--- src/rtl/pwm_buffered_pkg.sv ---
package pwm_buffered_pkg;
  localparam int ADDR_W = 3;
  localparam logic [ADDR_W-1:0] ADR_CTRL   = 3'd0;
  localparam logic [ADDR_W-1:0] ADR_PERIOD = 3'd1;
  localparam logic [ADDR_W-1:0] ADR_DUTY   = 3'd2;
  localparam logic [ADDR_W-1:0] ADR_PHASE  = 3'd3;
  localparam logic [ADDR_W-1:0] ADR_ACTIVE = 3'd4;

  // strobes from control to datapath
  typedef struct packed {
    logic run;   // timer enabled
    logic hold;  // frozen by sleep
    logic tick;  // prescaled count enable
  } pwmStrobe_t;
endpackage

--- src/rtl/pwm_buffered_ctrl.sv ---
module pwm_buffered_ctrl
  import pwm_buffered_pkg::*;
#(
  parameter int DATA_W   = 8,
  parameter int PS_STEP  = 2,
  parameter int PS_CODES = 4
) (
  input  logic                        clk,
  input  logic                        rstN,
  input  logic                        sleep,
  input  logic                        wrEn,
  input  logic [ADDR_W-1:0]           wrAddr,
  input  logic [DATA_W-1:0]           wrData,
  output logic                        timerOn,
  output logic [$clog2(PS_CODES)-1:0] psSel,
  output logic [DATA_W-1:0]           periodReg,
  output logic [DATA_W-1:0]           dutyReg,
  output logic [DATA_W-1:0]           phaseReg,
  output pwmStrobe_t                  strobe
);
  localparam int SEL_W = $clog2(PS_CODES);
  localparam int PRE_W = PS_STEP * (PS_CODES - 1);

  logic [PRE_W-1:0] preCnt;
  logic [PRE_W-1:0] preLim;
  logic [PRE_W-1:0] limTab [PS_CODES];
  logic             preWrap;

  // divide ratios 1, 4, 16, 64 for the default parameters
  for (genvar g = 0; g < PS_CODES; g++) begin : g_lim
    assign limTab[g] = PRE_W'((64'd1 << (PS_STEP * g)) - 64'd1);
  end

  assign preLim  = limTab[psSel];
  assign preWrap = (preCnt == preLim);

  always_ff @(posedge clk) begin
    if (!rstN) begin
      timerOn   <= 1'b0;
      psSel     <= '0;
      periodReg <= '0;
      dutyReg   <= '0;
      phaseReg  <= '0;
    end else if (wrEn && !sleep) begin
      unique case (wrAddr)
        ADR_CTRL:   begin
                      psSel   <= wrData[SEL_W-1:0];
                      timerOn <= wrData[SEL_W];
                    end
        ADR_PERIOD: periodReg <= wrData;
        ADR_DUTY:   dutyReg   <= wrData;
        ADR_PHASE:  phaseReg  <= wrData;
        default:    ;
      endcase
    end
  end

  always_ff @(posedge clk) begin
    if (!rstN)         preCnt <= '0;
    else if (sleep)    preCnt <= preCnt;
    else if (!timerOn) preCnt <= '0;
    else if (preWrap)  preCnt <= '0;
    else               preCnt <= preCnt + 1'b1;
  end

  always_comb begin
    strobe.run  = timerOn;
    strobe.hold = sleep;
    strobe.tick = timerOn && !sleep && preWrap;
  end
endmodule

--- src/rtl/pwm_buffered_dp.sv ---
module pwm_buffered_dp
  import pwm_buffered_pkg::*;
#(
  parameter int DATA_W = 8
) (
  input  logic              clk,
  input  logic              rstN,
  input  pwmStrobe_t        strobe,
  input  logic [DATA_W-1:0] periodReg,
  input  logic [DATA_W-1:0] dutyReg,
  output logic [DATA_W-1:0] timerVal,
  output logic [DATA_W-1:0] activeDuty,
  output logic              pwmOut
);
  logic [DATA_W-1:0] timerNext;
  logic              periodHit;

  assign timerNext = timerVal + 1'b1;
  assign periodHit = (timerVal == periodReg);

  always_ff @(posedge clk) begin
    if (!rstN) begin
      timerVal   <= '0;
      activeDuty <= '0;
      pwmOut     <= 1'b0;
    end else if (strobe.hold) begin
      timerVal   <= timerVal;
      activeDuty <= activeDuty;
      pwmOut     <= pwmOut;
    end else if (!strobe.run) begin
      timerVal <= '0;
      pwmOut   <= 1'b0;
    end else if (strobe.tick) begin
      if (periodHit) begin
        timerVal   <= '0;
        activeDuty <= dutyReg;
        pwmOut     <= (dutyReg != '0);
      end else begin
        timerVal <= timerNext;
        if (timerNext == activeDuty) pwmOut <= 1'b0;
      end
    end
  end
endmodule

--- src/rtl/pwm_buffered.sv ---
module pwm_buffered
  import pwm_buffered_pkg::*;
#(
  parameter int DATA_W   = 8,
  parameter int PS_STEP  = 2,
  parameter int PS_CODES = 4
) (
  input  logic              clk,
  input  logic              rstN,
  input  logic              sleep,
  input  logic              wrEn,
  input  logic [2:0]        wrAddr,
  input  logic [DATA_W-1:0] wrData,
  input  logic [2:0]        rdAddr,
  output logic [DATA_W-1:0] rdData,
  output logic              pwmOut
);
  localparam int SEL_W = $clog2(PS_CODES);

  pwmStrobe_t        strobe;
  logic              timerOn;
  logic [SEL_W-1:0]  psSel;
  logic [DATA_W-1:0] periodReg, dutyReg, phaseReg;
  logic [DATA_W-1:0] timerVal, activeDuty;

  pwm_buffered_ctrl #(.DATA_W(DATA_W), .PS_STEP(PS_STEP), .PS_CODES(PS_CODES)) u_ctrl (
    .clk(clk), .rstN(rstN), .sleep(sleep), .wrEn(wrEn), .wrAddr(wrAddr),
    .wrData(wrData), .timerOn(timerOn), .psSel(psSel), .periodReg(periodReg),
    .dutyReg(dutyReg), .phaseReg(phaseReg), .strobe(strobe)
  );

  pwm_buffered_dp #(.DATA_W(DATA_W)) u_dp (
    .clk(clk), .rstN(rstN), .strobe(strobe), .periodReg(periodReg),
    .dutyReg(dutyReg), .timerVal(timerVal), .activeDuty(activeDuty),
    .pwmOut(pwmOut)
  );

  always_comb begin
    unique case (rdAddr)
      ADR_CTRL:   rdData = DATA_W'({timerOn, psSel});
      ADR_PERIOD: rdData = periodReg;
      ADR_DUTY:   rdData = dutyReg;
      ADR_PHASE:  rdData = phaseReg;
      ADR_ACTIVE: rdData = activeDuty;
      default:    rdData = '0;
    endcase
  end
endmodule

--- config.mk ---
export PLATFORM = sky130hd
export DESIGN_NAME = pwm_buffered
export DESIGN_NICKNAME = d
export VERILOG_FILES = /design/src/rtl/pwm_buffered_pkg.sv /design/src/rtl/pwm_buffered_ctrl.sv /design/src/rtl/pwm_buffered_dp.sv /design/src/rtl/pwm_buffered.sv
export SDC_FILE = /design/constraint.sdc
export NUM_CORES = 1
export LEC_CHECK = 0
export ABC_CLOCK_PERIOD_IN_PS = 6190
export CORE_MARGIN = 1.5
export CORE_UTILIZATION = 55
export CTS_BUF_LIST = sky130_fd_sc_hd__clkbuf_8
export CTS_CLUSTER_DIAMETER = 40
export DETAILED_ROUTE_END_ITERATION = 16
export PLACE_DENSITY = 0.77
export SYNTH_ARGS = -nofsm -noshare
export SYNTH_HDL_FRONTEND = slang
export SYNTH_HIERARCHICAL = 1
export SYNTH_SLANG_ARGS = --single-unit
--- constraint.sdc ---
create_clock -name clk -period 6.19 [get_ports clk]
set_input_delay 1.5475 -clock clk [delete_from_list [all_inputs] [get_ports clk]]
set_output_delay 1.5475 -clock clk [all_outputs]
set_load 0.02 [all_outputs]
==> run metrics <==
most common cell in the synthesized netlist dfxtp_1; CTS clk-pin slew, worst paths 0.09 ns; CTS tree yes; Psw 0.000131 W; VDD IR max 0.118 mV; share of the synthesized area in the top cell type 0.360; largest fanout on the critical path 13; Synth area leaders dfxtp_1 (36%), mux2i_1 (15%), nor2_1 (6.3%); Via density 5.98; Slew headroom 0.344; Post-synth EDFFs 0; post-CTS setup repair buffer count 0; vias in the first global route 2123; drt first pass iters 5; worst path required time 4.64 ns; final worst-path cycle share 0.847; Worst Hold Class flop to flop; Die Area between 0.005 and 0.006 sq mm; synth warn 6; Cell Area, Synth between 0.002 and 0.003 sq mm; Longest Clk Path Bufs 2; initial antenna violation count 0; Residual DRC 0; startpoint types primary input; power share of the clock group 0.376; status completed; syn nets about 330; Seq cells post-synth 50; FFs w/ async S/R, synth 0; Core ar. 0.00479 sq mm; Sw Ratio 0.221; setup violators final 0; Pint roughly 0.00046 W; DR iter-0 viols 189; Worst Path Buf+Inv 3; Mapped Avg Cell Area about 9.1 sq um; R2R Setup Slk 3.77 ns; clock sink total 50; # diodes 0; RD Place Congestion 0.891; WL/cell roughly 16 um; Final Hold Viols 0; Sum Neg Setup Slack 0 ns; row cnt 25; sequential share of power 0.550; placed inst area 0.00301 sq mm; Initial Util 0.581; Worst-Skew Late Latency between 0.2 and 0.3 ns; aggregate global-route resource usage 0.242; Die X between 70 and 80 um; final setup skew about 0.007 ns; Overflow after GRT 0; CP delay by family, top buffers and inverters; RSZ-0062 raised after global routing false; Worst EP arrival ~3.7 ns; Yosys cell types between 50 and 60; CTS root buf clkbuf_8; sequential area share after synthesis 0.360; final-stage net count 340; Slew @ Worst Pin 0.983 ns; CP Capture Type output pin; IO buf count 26; share of layout cells above drive strength 1 0.0872; top post-synthesis cells by count dfxtp_1 (50), nor2_1 (47), mux2i_1 (41); CP most frequent cell clkdlybuf4s50_1; Synth area leader dfxtp_1; Min Clock Period, post-route 5.24 ns; drt total wl slightly above 6000 um; slowest cell delay on critical path 0.63 ns; logic gate share of total power 0.074; CTS Hold Bufs 0; Crit Path Class primary input to output pin; chip height 74.1 um; P per Cell Area approximately 190 mW/mm^2; Max Slew Vio Count 0; H-tree depth 2; CP max-delay cell clkdlybuf4s50_1; pin count of the biggest net entering global routing 32; Routed Antenna Nets 0; Synth Flop Type dfxtp_1; CTS Buf Count 5; hpwl dp 4410 um; final non-filler cell area roughly 0.0031 sq mm; cts repair resizes 0; post-synthesis instance total about 300; global-route wire length before repair 10400 um; number of I/O pins 27; Leakage 1.15 nW; max cap viols 0; synth-to-layout area growth 12.3%; cell breakdown of the critical path clkdlybuf4s50_1, buf_4, nor2b_1, a22oi_1, o22ai_1, clkdlybuf4s50_1; Via Count around 2.3k; Max Fclk 191 MHz
## final cells by class
cell class | count | area (sq um)
repair buffers | 28 | 275
well taps | 67 | 83.8
clock buffers | 5 | 68.8
clock inverters | 3 | 41.3
fillers | 416 | 1660
flip-flops and latches | 50 | 1000
multi-input cells | 229 | 1630
inverters | 6 | 22.5
## sequential cells by signal (all words and copies together) (netlist names)
register and count:
u_ctrl/dutyReg 8, u_ctrl/periodReg 8, u_ctrl/phaseReg 8, u_dp/activeDuty 8, u_dp/timerVal 8, u_ctrl/preCnt 6
u_ctrl/psSel 2, u_ctrl/timerOn 1, u_dp/pwmOut 1
## cells by family after synthesis
logic type	Yosys count	synth area share
buffers and inverters	26	0.0540
muxes	44	0.162
AOI/OAI and AO/OA	63	0.162
DFF	50	0.360
xor gates and xnor gates	16	0.0504
adders and majority gates	2	0.00900
and+or+nand+nor	104	0.202
## through the flow
step	util	total power, W	hold WS [ns]	setup slack, ns	instances
after floorplan	-	0.000358	0.458	2.34	305
after global placement	0.629	0.000376	0.483	1.01	380
after detailed placement	0.629	0.000377	0.494	0.977	380
after CTS	0.652	0.000598	0.514	0.961	388
after global routing	0.652	0.000617	0.538	0.762	388
final	0.652	0.000593	0.512	0.947	388
## layout by cell type (no fill, tap or decap), types with 3 or more instances in the layout
| cell | netlist | routed |
|---|---|---|
| dfxtp_1 | 50 | 50 |
| nor2_1 | 47 | 47 |
| mux2i_1 | 41 | 41 |
| clkdlybuf4s50_1 | 0 | 26 |
| xnor2_1 | 14 | 14 |
| a21oi_1 | 11 | 11 |
| a22oi_1 | 10 | 10 |
| nand3_1 | 10 | 10 |
| nand2_1 | 9 | 9 |
| o22ai_1 | 7 | 7 |
| o21ai_0 | 7 | 7 |
| inv_1 | 5 | 6 |
| a311oi_1 | 6 | 6 |
| clkbuf_8 | 1 | 5 |
| or3_1 | 4 | 4 |
| nor4_1 | 4 | 4 |
| nand4_1 | 4 | 4 |
| nand2b_1 | 3 | 3 |
| o21ai_1 | 3 | 3 |
## final timing paths
kind	cells past startpoint	start	end
max	6	rdAddr[0]	rdData[1]
min	2	u_ctrl/phaseReg[6]	u_ctrl/phaseReg[6]
max reg2reg	8	u_ctrl/preCnt[3]	u_dp/timerVal[3]
min reg2reg	2	u_ctrl/phaseReg[6]	u_ctrl/phaseReg[6]
## power by group through the flow
stage | Clock (W) | Sequential (W) | Combinational [W]
final | 0.000223 | 0.000326 | 0.0000436
after global routing | 0.000243 | 0.000327 | 0.0000473
after CTS | 0.000229 | 0.000326 | 0.0000434
after detailed placement | 0 | 0.000334 | 0.0000431
after global placement | 0 | 0.000334 | 0.0000422
after floorplan | 0 | 0.000333 | 0.0000249
## worst reg2reg max path, cell delays in order, from the launching register on
cell      delay [ns]
dfxtp_1         0.38
or4_1           0.53
nor2_1          0.12
o22ai_2         0.18
nor2_1          0.19
nand3b_1        0.12
o21ba_2         0.42
a41oi_1         0.15
a311oi_1        0.25
## per-layer routing
metal,global-route usage,vias to the layer above,part of all wire
met5,0,-,0
met4,0.0761,0,0.012
met3,0.0366,8,0.040
met2,0.379,55,0.46
met1,0.342,1109,0.49
li1,-,1149,-
(Power assumes the default switching activity.)
